<file path="src/rtl/adram_pkg.sv">
package adram_pkg;

  typedef enum logic [2:0] {
    ST_IDLE,
    ST_RSET,
    ST_ROWACT,
    ST_COLACT,
    ST_REFC,
    ST_REFR,
    ST_PRE
  } seq_state_e;

  // cycles spent in a phase
  function automatic int unsigned phase_cycles(seq_state_e s, int unsigned t_asr,
                                               int unsigned t_rcd, int unsigned t_cas,
                                               int unsigned t_rp);
    case (s)
      ST_RSET:   return t_asr;
      ST_ROWACT: return t_rcd;
      ST_COLACT: return t_cas;
      ST_REFC:   return t_cas;
      ST_REFR:   return t_cas;
      ST_PRE:    return t_rp;
      default:   return 1;
    endcase
  endfunction

  function automatic int unsigned max_of4(int unsigned a, int unsigned b,
                                          int unsigned c, int unsigned d);
    int unsigned m;
    m = a;
    if (b > m) m = b;
    if (c > m) m = c;
    if (d > m) m = d;
    return m;
  endfunction

  function automatic logic row_low(seq_state_e s);
    return (s == ST_ROWACT) || (s == ST_COLACT) || (s == ST_REFR);
  endfunction

  function automatic logic col_low(seq_state_e s);
    return (s == ST_COLACT) || (s == ST_REFC) || (s == ST_REFR);
  endfunction

  function automatic logic in_access(seq_state_e s);
    return (s == ST_ROWACT) || (s == ST_COLACT);
  endfunction

endpackage

</file>
<file path="src/rtl/adram_phase_timer.sv">
module adram_phase_timer #(
  parameter int unsigned CNT_W = 3
) (
  input  logic             clk,
  input  logic             rst_n,
  input  logic             load,
  input  logic [CNT_W-1:0] load_val,
  output logic             last
);

  logic [CNT_W-1:0] cnt_q;

  always_ff @(posedge clk or negedge rst_n) begin
    if (!rst_n)               cnt_q <= '0;
    else if (load)            cnt_q <= load_val;
    else if (cnt_q != '0)     cnt_q <= cnt_q - 1'b1;
  end

  assign last = (cnt_q == '0);

endmodule

</file>
<file path="src/rtl/adram_seq_fsm.sv">
module adram_seq_fsm
  import adram_pkg::*;
#(
  parameter int unsigned T_ASR = 1,
  parameter int unsigned T_RCD = 2,
  parameter int unsigned T_CAS = 2,
  parameter int unsigned T_RP  = 3,
  parameter int unsigned CNT_W = 3
) (
  input  logic             clk,
  input  logic             rst_n,
  input  logic             host_req,
  input  logic             ref_req,
  input  logic             phase_last,
  output seq_state_e       state_q,
  output seq_state_e       state_nxt,
  output logic             advance,
  output logic [CNT_W-1:0] load_val,
  output logic             grant_host,
  output logic             grant_ref
);

  localparam int unsigned DWELL_W = CNT_W + 1;

  always_comb begin
    state_nxt = state_q;
    case (state_q)
      ST_IDLE: begin
        if (ref_req)       state_nxt = ST_REFC;
        else if (host_req) state_nxt = ST_RSET;
      end
      ST_RSET:   if (phase_last) state_nxt = ST_ROWACT;
      ST_ROWACT: if (phase_last) state_nxt = ST_COLACT;
      ST_COLACT: if (phase_last) state_nxt = ST_PRE;
      ST_REFC:   if (phase_last) state_nxt = ST_REFR;
      ST_REFR:   if (phase_last) state_nxt = ST_PRE;
      ST_PRE:    if (phase_last) state_nxt = ST_IDLE;
      default:   state_nxt = ST_IDLE;
    endcase
  end

  assign advance    = (state_nxt != state_q);
  assign grant_ref  = (state_q == ST_IDLE) && ref_req;
  assign grant_host = (state_q == ST_IDLE) && !ref_req && host_req;
  assign load_val   = CNT_W'(phase_cycles(state_nxt, T_ASR, T_RCD, T_CAS, T_RP) - 1);

  always_ff @(posedge clk or negedge rst_n) begin
    if (!rst_n) state_q <= ST_IDLE;
    else        state_q <= state_nxt;
  end

  // independent dwell counter, used only to cross-check the phase timer
  logic [DWELL_W-1:0] dwell_q;
  always_ff @(posedge clk or negedge rst_n) begin
    if (!rst_n)                       dwell_q <= DWELL_W'(1);
    else if (advance)                 dwell_q <= DWELL_W'(1);
    else if (dwell_q != '1)           dwell_q <= dwell_q + 1'b1;
  end

  AST_COL_PULSE_WIDTH: assert property (@(posedge clk) disable iff (!rst_n)
    (advance && state_q == ST_COLACT) |-> (dwell_q == DWELL_W'(T_CAS)));
  AST_PRECHARGE_WIDTH: assert property (@(posedge clk) disable iff (!rst_n)
    (advance && state_q == ST_PRE) |-> (dwell_q == DWELL_W'(T_RP)));
  AST_ROW_SETUP_WIDTH: assert property (@(posedge clk) disable iff (!rst_n)
    (advance && state_q == ST_RSET) |-> (dwell_q == DWELL_W'(T_ASR)));

endmodule

</file>
<file path="src/rtl/adram_pin_driver.sv">
module adram_pin_driver
  import adram_pkg::*;
#(
  parameter int unsigned MUX_W  = 9,
  parameter int unsigned DATA_W = 16,
  parameter int unsigned T_RP   = 3
) (
  input  logic              clk,
  input  logic              rst_n,
  input  seq_state_e        state_q,
  input  seq_state_e        state_nxt,
  input  logic              op_we,
  input  logic [MUX_W-1:0]  row_addr,
  input  logic [MUX_W-1:0]  col_addr,
  input  logic [DATA_W-1:0] wdata,
  input  logic [DATA_W-1:0] dq_in,
  output logic              ras_n,
  output logic              cas_n,
  output logic              we_n,
  output logic              oe_n,
  output logic [MUX_W-1:0]  addr,
  output logic [DATA_W-1:0] dq_out,
  output logic              dq_oe,
  output logic              done,
  output logic [DATA_W-1:0] rdata
);

  localparam int unsigned HI_W = $clog2(T_RP + 1) + 1;

  logic              acc_nxt, row_hold, col_end, dq_oe_d;
  logic [MUX_W-1:0]  addr_d;

  always_comb begin
    acc_nxt  = in_access(state_nxt);
    row_hold = (state_nxt == ST_RSET) || (state_nxt == ST_ROWACT && state_q == ST_RSET);
    col_end  = (state_q == ST_COLACT) && (state_nxt == ST_PRE);
    dq_oe_d  = acc_nxt && op_we;
    if (row_hold)     addr_d = row_addr;
    else if (acc_nxt) addr_d = col_addr;
    else              addr_d = '0;
  end

  always_ff @(posedge clk or negedge rst_n) begin
    if (!rst_n) begin
      ras_n  <= 1'b1;
      cas_n  <= 1'b1;
      we_n   <= 1'b1;
      oe_n   <= 1'b1;
      addr   <= '0;
      dq_out <= '0;
      dq_oe  <= 1'b0;
      done   <= 1'b0;
      rdata  <= '0;
    end else begin
      ras_n  <= !row_low(state_nxt);
      cas_n  <= !col_low(state_nxt);
      we_n   <= !(acc_nxt && op_we);
      oe_n   <= !((state_nxt == ST_COLACT) && !op_we);
      addr   <= addr_d;
      dq_out <= dq_oe_d ? wdata : '0;
      dq_oe  <= dq_oe_d;
      done   <= col_end;
      if (col_end && !op_we) rdata <= dq_in;
    end
  end

  // consecutive cycles with both strobes high, saturating at T_RP
  logic [HI_W-1:0] hi_cnt;
  always_ff @(posedge clk or negedge rst_n) begin
    if (!rst_n)                 hi_cnt <= HI_W'(T_RP);
    else if (ras_n && cas_n)    hi_cnt <= (hi_cnt >= HI_W'(T_RP)) ? HI_W'(T_RP) : hi_cnt + 1'b1;
    else                        hi_cnt <= '0;
  end

  AST_ROW_ADDR_STABLE: assert property (@(posedge clk) disable iff (!rst_n)
    $fell(ras_n) |-> $stable(addr));
  AST_COL_ADDR_STABLE: assert property (@(posedge clk) disable iff (!rst_n)
    ($fell(cas_n) && !ras_n) |-> $stable(addr));
  AST_WRITE_DATA_SETUP: assert property (@(posedge clk) disable iff (!rst_n)
    ($fell(cas_n) && !we_n) |-> (dq_oe && $past(dq_oe) && $stable(dq_out)));
  AST_NO_BUS_FIGHT: assert property (@(posedge clk) disable iff (!rst_n)
    !(dq_oe && !oe_n));
  AST_ROW_HELD_THROUGH_COL: assert property (@(posedge clk) disable iff (!rst_n)
    $rose(ras_n) |-> (cas_n && $past(!cas_n)));
  AST_PRECHARGE_MET: assert property (@(posedge clk) disable iff (!rst_n)
    (($fell(ras_n) && $past(cas_n)) || ($fell(cas_n) && $past(ras_n)))
      |-> (hi_cnt >= HI_W'(T_RP)));
  AST_REFRESH_QUIET: assert property (@(posedge clk) disable iff (!rst_n)
    (!cas_n && ras_n) |-> (we_n && oe_n && !dq_oe));
  AST_DONE_SINGLE: assert property (@(posedge clk) disable iff (!rst_n)
    done |=> !done);

endmodule

</file>
<file path="src/rtl/adram_sequencer.sv">
module adram_sequencer
  import adram_pkg::*;
#(
  parameter int unsigned ROW_W  = 9,
  parameter int unsigned COL_W  = 8,
  parameter int unsigned DATA_W = 16,
  parameter int unsigned T_ASR  = 1,
  parameter int unsigned T_RCD  = 2,
  parameter int unsigned T_CAS  = 2,
  parameter int unsigned T_RP   = 3,
  localparam int unsigned ADDR_W = ROW_W + COL_W,
  localparam int unsigned MUX_W  = (ROW_W > COL_W) ? ROW_W : COL_W
) (
  input  logic              clk,
  input  logic              rst_n,
  input  logic              host_req,
  input  logic              host_we,
  input  logic [ADDR_W-1:0] host_addr,
  input  logic [DATA_W-1:0] host_wdata,
  output logic              host_ready,
  output logic              host_done,
  output logic [DATA_W-1:0] host_rdata,
  input  logic              ref_req,
  output logic              ref_ack,
  output logic              dram_ras_n,
  output logic              dram_cas_n,
  output logic              dram_we_n,
  output logic              dram_oe_n,
  output logic [MUX_W-1:0]  dram_addr,
  output logic [DATA_W-1:0] dram_dq_out,
  output logic              dram_dq_oe,
  input  logic [DATA_W-1:0] dram_dq_in
);

  localparam int unsigned MAX_PH = max_of4(T_ASR, T_RCD, T_CAS, T_RP);
  localparam int unsigned CNT_W  = $clog2(MAX_PH + 1);

  function automatic logic [MUX_W-1:0] row_of(logic [ADDR_W-1:0] a);
    return MUX_W'(a[ADDR_W-1:COL_W]);
  endfunction

  function automatic logic [MUX_W-1:0] col_of(logic [ADDR_W-1:0] a);
    return MUX_W'(a[COL_W-1:0]);
  endfunction

  initial begin
    AST_PARAM_RANGE: assert (T_ASR >= 1 && T_RCD >= 2 && T_CAS >= 1 && T_RP >= 1);
  end

  seq_state_e        state_q, state_nxt;
  logic              advance, phase_last, grant_host, grant_ref;
  logic [CNT_W-1:0]  load_val;

  adram_seq_fsm #(
    .T_ASR(T_ASR), .T_RCD(T_RCD), .T_CAS(T_CAS), .T_RP(T_RP), .CNT_W(CNT_W)
  ) u_fsm (
    .clk        (clk),
    .rst_n      (rst_n),
    .host_req   (host_req),
    .ref_req    (ref_req),
    .phase_last (phase_last),
    .state_q    (state_q),
    .state_nxt  (state_nxt),
    .advance    (advance),
    .load_val   (load_val),
    .grant_host (grant_host),
    .grant_ref  (grant_ref)
  );

  adram_phase_timer #(.CNT_W(CNT_W)) u_timer (
    .clk      (clk),
    .rst_n    (rst_n),
    .load     (advance),
    .load_val (load_val),
    .last     (phase_last)
  );

  // request capture; the grant cycle forwards the live host fields
  logic              op_we_q;
  logic [MUX_W-1:0]  row_q, col_q;
  logic [DATA_W-1:0] wdata_q;

  always_ff @(posedge clk or negedge rst_n) begin
    if (!rst_n) begin
      op_we_q <= 1'b0;
      row_q   <= '0;
      col_q   <= '0;
      wdata_q <= '0;
    end else if (grant_host) begin
      op_we_q <= host_we;
      row_q   <= row_of(host_addr);
      col_q   <= col_of(host_addr);
      wdata_q <= host_wdata;
    end
  end

  logic              cur_we;
  logic [MUX_W-1:0]  cur_row, cur_col;
  logic [DATA_W-1:0] cur_wdata;

  assign cur_we    = grant_host ? host_we             : op_we_q;
  assign cur_row   = grant_host ? row_of(host_addr)   : row_q;
  assign cur_col   = grant_host ? col_of(host_addr)   : col_q;
  assign cur_wdata = grant_host ? host_wdata          : wdata_q;

  adram_pin_driver #(.MUX_W(MUX_W), .DATA_W(DATA_W), .T_RP(T_RP)) u_pins (
    .clk       (clk),
    .rst_n     (rst_n),
    .state_q   (state_q),
    .state_nxt (state_nxt),
    .op_we     (cur_we),
    .row_addr  (cur_row),
    .col_addr  (cur_col),
    .wdata     (cur_wdata),
    .dq_in     (dram_dq_in),
    .ras_n     (dram_ras_n),
    .cas_n     (dram_cas_n),
    .we_n      (dram_we_n),
    .oe_n      (dram_oe_n),
    .addr      (dram_addr),
    .dq_out    (dram_dq_out),
    .dq_oe     (dram_dq_oe),
    .done      (host_done),
    .rdata     (host_rdata)
  );

  assign host_ready = (state_q == ST_IDLE) && !ref_req;
  assign ref_ack    = grant_ref;

  AST_READY_ONLY_PRECHARGED: assert property (@(posedge clk) disable iff (!rst_n)
    host_ready |-> (dram_ras_n && dram_cas_n && !dram_dq_oe));
  AST_REFRESH_BEFORE_HOST: assert property (@(posedge clk) disable iff (!rst_n)
    (ref_req && host_req && host_ready) |-> 1'b0);
  AST_NO_DONE_AFTER_REFRESH: assert property (@(posedge clk) disable iff (!rst_n)
    ($rose(dram_ras_n) && dram_we_n && dram_oe_n && $past(dram_oe_n) && $past(dram_we_n, 2))
      |-> (host_done == (state_q == ST_PRE && $past(state_q) == ST_COLACT)));

endmodule

</file>
<file path="config.mk">
export PLATFORM = sky130hd
export DESIGN_NAME = adram_sequencer
export DESIGN_NICKNAME = d
export VERILOG_FILES = /design/src/rtl/adram_pkg.sv /design/src/rtl/adram_phase_timer.sv /design/src/rtl/adram_seq_fsm.sv /design/src/rtl/adram_pin_driver.sv /design/src/rtl/adram_sequencer.sv
export SDC_FILE = /design/constraint.sdc
export NUM_CORES = 1
export LEC_CHECK = 0
export CAP_MARGIN = 0
export CORE_ASPECT_RATIO = 0.75
export CORE_MARGIN = 5
export CORE_UTILIZATION = 59
export DETAILED_ROUTE_END_ITERATION = 16
export DONT_BUFFER_PORTS = 1
export GPL_TIMING_DRIVEN = 1
export MAX_ROUTING_LAYER = met4
export PLACE_DENSITY = 0.75
export SLEW_MARGIN = 15
export SYNTH_ARGS = -nofsm -noshare
export SYNTH_HDL_FRONTEND = slang
export SYNTH_HIERARCHICAL = 1
export SYNTH_SLANG_ARGS = --single-unit
</file>
<file path="constraint.sdc">
create_clock -name clk -period 3.25 [get_ports clk]
set_input_delay 0.975 -clock clk [delete_from_list [all_inputs] [get_ports clk]]
set_output_delay 0.975 -clock clk [all_outputs]
set_load 0.02 [all_outputs]
</file>
==> metrics.txt, run 1 <==
status finished clean; Sw Ratio around a third; hold bufs inserted after CTS 0; net count after synthesis 289; Final period util about 85%; first-pass GRT wire length roughly 11000 um; most frequent cells in the layout dfrtp_1, mux2_4, mux2_2; Synth Area in XOR/XNOR less than 1%; Synth Area in Adders less than 1%; drt wl/cell 20.8 um; CTS tree yes; Non-Filler Instances about 320; DIE AREA 7820 sq um; r2r startpoint u_timer/cnt_q[0]; H-tree depth 3; drt total wl roughly 6600 um; register area share after synthesis approximately 60%; CTS Buf Count 9; remaining antenna violation count 0; Power Dens Cells roughly 1100 nW/um^2; crit path launch type flip-flop; Max transition margin approximately 49%; critical-path maximum fanout 9; top cell type's share of synthesized area a little under three fifths; largest family of logic cells by synthesized area multiplexers; Pre-antenna DRT Iters 4; Clk pwr share between 20% and 30%; Total GRT Usage a little under a fifth; grt ovf 0; Clock Skews approximately 8.3 ps; antenna violations before repair 0; worst reg-to-reg path cell count 7; post-DR vias/cell 5.69; Netlist cell types roughly 40; Placed Instances slightly above 300; Sequential Power Share between 40% and 50%; top cells by area, synth dfrtp_1, mux2_4, mux2_2, dfstp_2, a22o_1; Worst EP required ~3500 ps; EDFF count, synth 0; wire length on met3 just under 500 um; Post-Route M1 WL a little under 3000 um; die span in x roughly 100 um; hpwl dp around 4300 um; post-cts resize count 0; DR vias around 1800; #FFs+latches synth 87; Area Overhead vs Synth 5.87%; Clock Latency Late Sink roughly 350 ps; Async SR Flop Fraction 100%; P_sw 1440 uW; DRC 0; compound-cell area share of the yosys netlist under 10%; post-synthesis instance total around 230; P_int between 2000 and 3000 uW; Yosys top cell by area dfrtp_1; most common cell after layout, fill and taps aside dfrtp_1; top layer in use met4; # clock sinks 87; DR iter-0 viols 73; Fin. Hold Viols 0; Final min period 2770 ps; synthesized area per cell ~15 sq um; Post-Syn Area around 3600 sq um; Max Clk Rate approximately 360 MHz; Top FF cell, synth dfrtp_1; max cap viols 0; hold slack final about 310 ps; setup TNS 0 ps; Comb pwr share a little under a third; die height 77.8 um; largest net degree at the start of global routing between 80 and 90; setup violators final 0; Port Buffers 0; max-slew violations 0; CP Launch Point u_timer/cnt_q[0]; simple-gate area share of the yosys netlist under 10%; critical path arrival ~3000 ps; Initial Util 61.5%; critical path class reg2reg; CTS Buffer Depth 2; leak pwr approximately 0.0018 uW; # nets final 291; Post-CTS Setup Bufs 0; RSZ-0062 raised after global routing false; VDD IR max 0.536 mV; CTS root buf clkbuf_8; Hold WC Path Type in2async; share of cells above drive strength 1 a little under two fifths; Worst Tran Pin Value 767 ps; number of global-route vias before repair ~2000; multiplexer share of the synthesized area approximately 20%; RePlAce Congestion approximately 0.76; wire length on met2 approximately 3200 um; Core Region between 5000 and 6000 sq um; row count 24; IO Pins about 100; clock slew at reported path FFs about 90 ps; Antenna diodes 0; Worst Setup End Kind flip-flop; Ys Warns 6
==> critical path: stages (launching register included) <==
cell       delay, ps
dfrtp_1          400
inv_1             60
ha_1             370
nand2_2          150
a2bb2oi_1        390
nor2b_1          410
nor2b_1          680
a22o_1           240
==> cell usage after synthesis, types with 2 or more instances <==
library cell / n
nand3_1: 2
nand2_1: 5
and3_1: 8
buf_12: 3
mux2_2: 12
dfstp_2: 4
and3_2: 8
o21ai_0: 5
nor2_1: 4
mux2_4: 39
clkbuf_1: 4
dfrtp_1: 83
nand3b_1: 2
nor4_4: 2
and2_1: 3
buf_6: 3
nor2b_1: 4
a21oi_1: 4
a22o_1: 10
nor3_1: 2
buf_4: 2
inv_1: 6
==> cells by family (layout without fill, tap and decap cells) <==
logic type | after synthesis | after routing
AOI/OAI and AO/OA | 25 | 25
xor gates and xnor gates | 2 | 2
adders and majority gates | 1 | 1
buffers and inverters | 20 | 27
DFF | 87 | 87
muxes | 51 | 51
and+or+nand+nor | 48 | 48
==> layout make-up <==
cell class / count / area (sq um)
Clock inverter: 6 / 92.6
Multi-Input combinational cell: 127 / 1270
Tap cell: 78 / 97.6
Inverter: 6 / 22.5
Clock buffer: 10 / 128
Sequential cell: 87 / 2180
Timing Repair Buffer: 5 / 37.5
Fill cell: 449 / 2050
==> registers in the layout (all words and copies together), names as in the netlist, 2 cells and up <==
name / cells
col_q: 9
u_timer/cnt_q: 2
u_pins/rdata: 16
u_pins/addr: 9
wdata_q: 16
u_fsm/state_q: 3
row_q: 9
u_pins/dq_out: 16
==> stage by stage <==
step           power [uW]  cell area, sq um  setup slack [ps]  utilization, %
2_1_floorplan        3070              3620               242               -
3_3_place_gp         3240              3610               364            61.4
3_5_place_dp         3300              3610               319            61.4
4_1_cts              4140              3830               455            65.1
5_1_grt              4360              3830               212            65.1
6_report             4090              3830               484            65.1
==> metal layers <==
layer | global-route usage [%] | up-vias
li1 | - | 820
met1 | 25.3 | 911
met4 | 6.06 | 0
met2 | 27.2 | 78
met3 | 6.18 | 5
met5 | - | -
==> path summary, 6_finish.rpt <==
kind	endpoint	slack, ps
max	u_pins/addr[7]	480
min	wdata_q[8]	310
max reg2reg	u_pins/addr[7]	480
min reg2reg	wdata_q[6]	490
max in group asynchronous	u_pins/we_n	2740
min in group clk	wdata_q[6]	490
==> power by group through the flow <==
stage	registers, uW	clock network (uW)	logic, uW
finish	1990	825	1270
global route	2050	907	1410
CTS	2000	850	1290
detailed placement	2020	0	1280
global placement	2010	0	1230
floorplan	1910	0	1160
No activity file was read; power rests on OpenSTA's default activity.
==> run 2, diff against run 1 <==
--- a/config.mk
+++ b/config.mk
@@ -5,7 +5,7 @@
 export SDC_FILE = /design/constraint.sdc
 export NUM_CORES = 1
 export LEC_CHECK = 0
-export CAP_MARGIN = 0
+export CAP_MARGIN = 20
 export CORE_ASPECT_RATIO = 0.75
 export CORE_MARGIN = 5
 export CORE_UTILIZATION = 59
@@ -13,7 +13,7 @@
 export DONT_BUFFER_PORTS = 1
 export GPL_TIMING_DRIVEN = 1
 export MAX_ROUTING_LAYER = met4
-export PLACE_DENSITY = 0.75
+export PLACE_DENSITY = 0.72
 export SLEW_MARGIN = 15
 export SYNTH_ARGS = -nofsm -noshare
 export SYNTH_HDL_FRONTEND = slang
==> run 2 against run 1 <==
Effect of this change: utilization decreased by 0.064 points; critical endpoint is now u_pins/addr[6]; setup slack improved by 71 ps; clock skew increased by 2.1 ps; sequential power about the same; largest power group unchanged; first-iteration DRC count increased by 62%; final area about the same.
==> metrics.txt, run 2 (synthesized netlist as in run 1, its figures left out) <==
status finished clean (unchanged); crit path buf inv count 2 (was 1); Placed Instances 304 (was 303); Final Core Density 65.1% (about the same); # fillers 446 (was 449); Worst Setup End Kind flip-flop (unchanged); most frequent cells in the layout dfrtp_1, mux2_4, mux2_2 (unchanged); VDD IR max 0.582 mV (was 0.536 mV); CTS root buf clkbuf_8 (unchanged); antenna violations before repair 0 (unchanged); Sequential Power Share 49.1% (was 48.7%); Comb pwr share 31.7% (was 31.1%); Worst EP required 3550 ps (was 3530 ps); Fin. Hold Viols 0 (unchanged); IO Pins 103 (unchanged); drt total wl 6730 um (was 6640 um); crit path launch type flip-flop (unchanged); max cap viols 0 (unchanged); biggest regs u_pins/dq_out: 16 flops, u_pins/rdata: 16 flops, wdata_q: 16 flops (unchanged); max-slew violations 0 (unchanged); DIE AREA 7820 sq um (unchanged); CP max stage cell nor2b_1 (unchanged); Total GRT Usage 19.2% (was 18.8%); H-tree depth 3 (unchanged); hold bufs inserted after CTS 0 (unchanged); Clock Skews 10.4 ps (was 8.35 ps); hold slack final 297 ps (was 310 ps); Pre-antenna DRT Iters 4 (unchanged); leak pwr 0.00185 uW (about the same); Non-Filler Instances 320 (was 319); Power Dens Cells 1060 nW/um^2 (was 1070 nW/um^2); critical path class reg2reg (unchanged); Critical Path Max Stage Delay 680 ps (about the same); largest net degree at the start of global routing 88 (unchanged); setup violators final 0 (unchanged); CP cell instances inv_1, ha_1, nand2_2, a2bb2oi_1, nor2b_1, buf_4, nor2b_1, a22o_1 (was inv_1, ha_1, nand2_2, a2bb2oi_1, nor2b_1, nor2b_1, a22o_1); setup TNS 0 ps (unchanged); RSZ-0062 raised after global routing false (unchanged); Clk pwr share 19.2% (was 20.2%); critical path arrival 2990 ps (was 3050 ps); share of cells above drive strength 1 38.4% (was 37.8%); P_int 2590 uW (was 2650 uW); cell mode on critical path nor2b_1 (unchanged); drt wl/cell 21.0 um (was 20.8 um); Worst path top cell family by delay simple AND/OR/NAND/NOR gates (unchanged); grt ovf 0 (unchanged); CTS Buf Count 9 (unchanged); # nets final 292 (was 291); row count 24 (unchanged); fin area 3830 sq um (about the same); Storage cell area 2180 sq um (unchanged); Sw Ratio 36.4% (was 35.2%); hpwl dp 4440 um (was 4330 um); RePlAce Congestion 0.836 (was 0.761); first-pass GRT wire length 11200 um (was 11000 um); Clock Latency Late Sink 360 ps (was 350 ps); Initial Util 61.5% (unchanged); critical-path maximum fanout 9 (unchanged); clock slew at reported path FFs 100 ps (was 90 ps); Max Clk Rate 371 MHz (was 362 MHz); Core Region 5890 sq um (unchanged); DR vias 1834 (was 1814); P_sw 1480 uW (was 1440 uW); die span in x 100 um (unchanged); placed cell area 3620 sq um (was 3610 sq um); post-cts resize count 0 (unchanged); Port Buffers 0 (unchanged); Max transition margin 44.3% (was 48.7%); multi-input combinational cell area 1270 sq um (unchanged); Antenna diodes 0 (unchanged); Post-CTS Setup Bufs 0 (unchanged); CTS tree yes (unchanged); number of global-route vias before repair 2094 (was 1994); Hold WC Path Type in2async (unchanged); Worst Tran Pin Value 833 ps (was 767 ps); DR iter-0 viols 118 (was 73); CTS Buffer Depth 2 (unchanged); die height 77.8 um (unchanged); Area Overhead vs Synth 5.77% (was 5.87%); Final period util 82.9% (was 85.1%); # clock sinks 87 (unchanged); DRC 0 (unchanged); post-DR vias/cell 5.73 (was 5.69); remaining antenna violation count 0 (unchanged); most common cell after layout, fill and taps aside dfrtp_1 (unchanged); Final min period 2700 ps (was 2770 ps)
==> run 2: area by class of cell <==
class	instances	share of cell area, %
multi-input cells	127	33.3
well taps	78	2.55
inverters	6	0.588
flip-flops and latches	87	57.0
repair buffers	6	1.18
clock inverters	7	2.22
clock buffers	9	3.23
==> run 2: metal layers <==
layer  routed length, um  GRT usage [%]
met3                 429           6.09
met4                  65           6.46
met2                3200           28.9
met1                3040           24.8
met5                   0              -
==> run 2: worst paths after layout <==
check | from | endpoint | depth (start not counted) | slack (ps)
worst max register to register | u_timer/cnt_q[0] | u_pins/addr[6] | 8 | 550
worst min register to register | wdata_q[15] | wdata_q[15] | 1 | 500
worst min-delay path | rst_n | col_q[6] | 0 | 300
min in group clk | wdata_q[15] | wdata_q[15] | 1 | 500
worst max-delay path | u_timer/cnt_q[0] | u_pins/addr[6] | 8 | 550
max in group asynchronous | rst_n | u_pins/we_n | 0 | 2740
==> run 2: power by group through the flow <==
stage               sequential, uW  combinational [uW]  clock (uW)
global route                  2060                1420         859
floorplan                     1910                1160           0
global placement              2010                1240           0
finish                        2000                1290         782
CTS                           2010                1300         811
detailed placement            2020                1290           0
==> run 2: per-stage QoR <==
stage          worst slack (ps)  power [uW]
2_1_floorplan               242        3070
3_3_place_gp                378        3250
3_5_place_dp                328        3310
4_1_cts                     551        4120
5_1_grt                     309        4340
6_report                    555        4080
==> run 2: worst register-to-register path, stage by stage (launching register included) <==
cell and delay [ps]:
dfrtp_1 400, inv_1 70, ha_1 360, nand2_2 140, a2bb2oi_1 360, nor2b_1 220
buf_4 180, nor2b_1 680, a22o_1 250
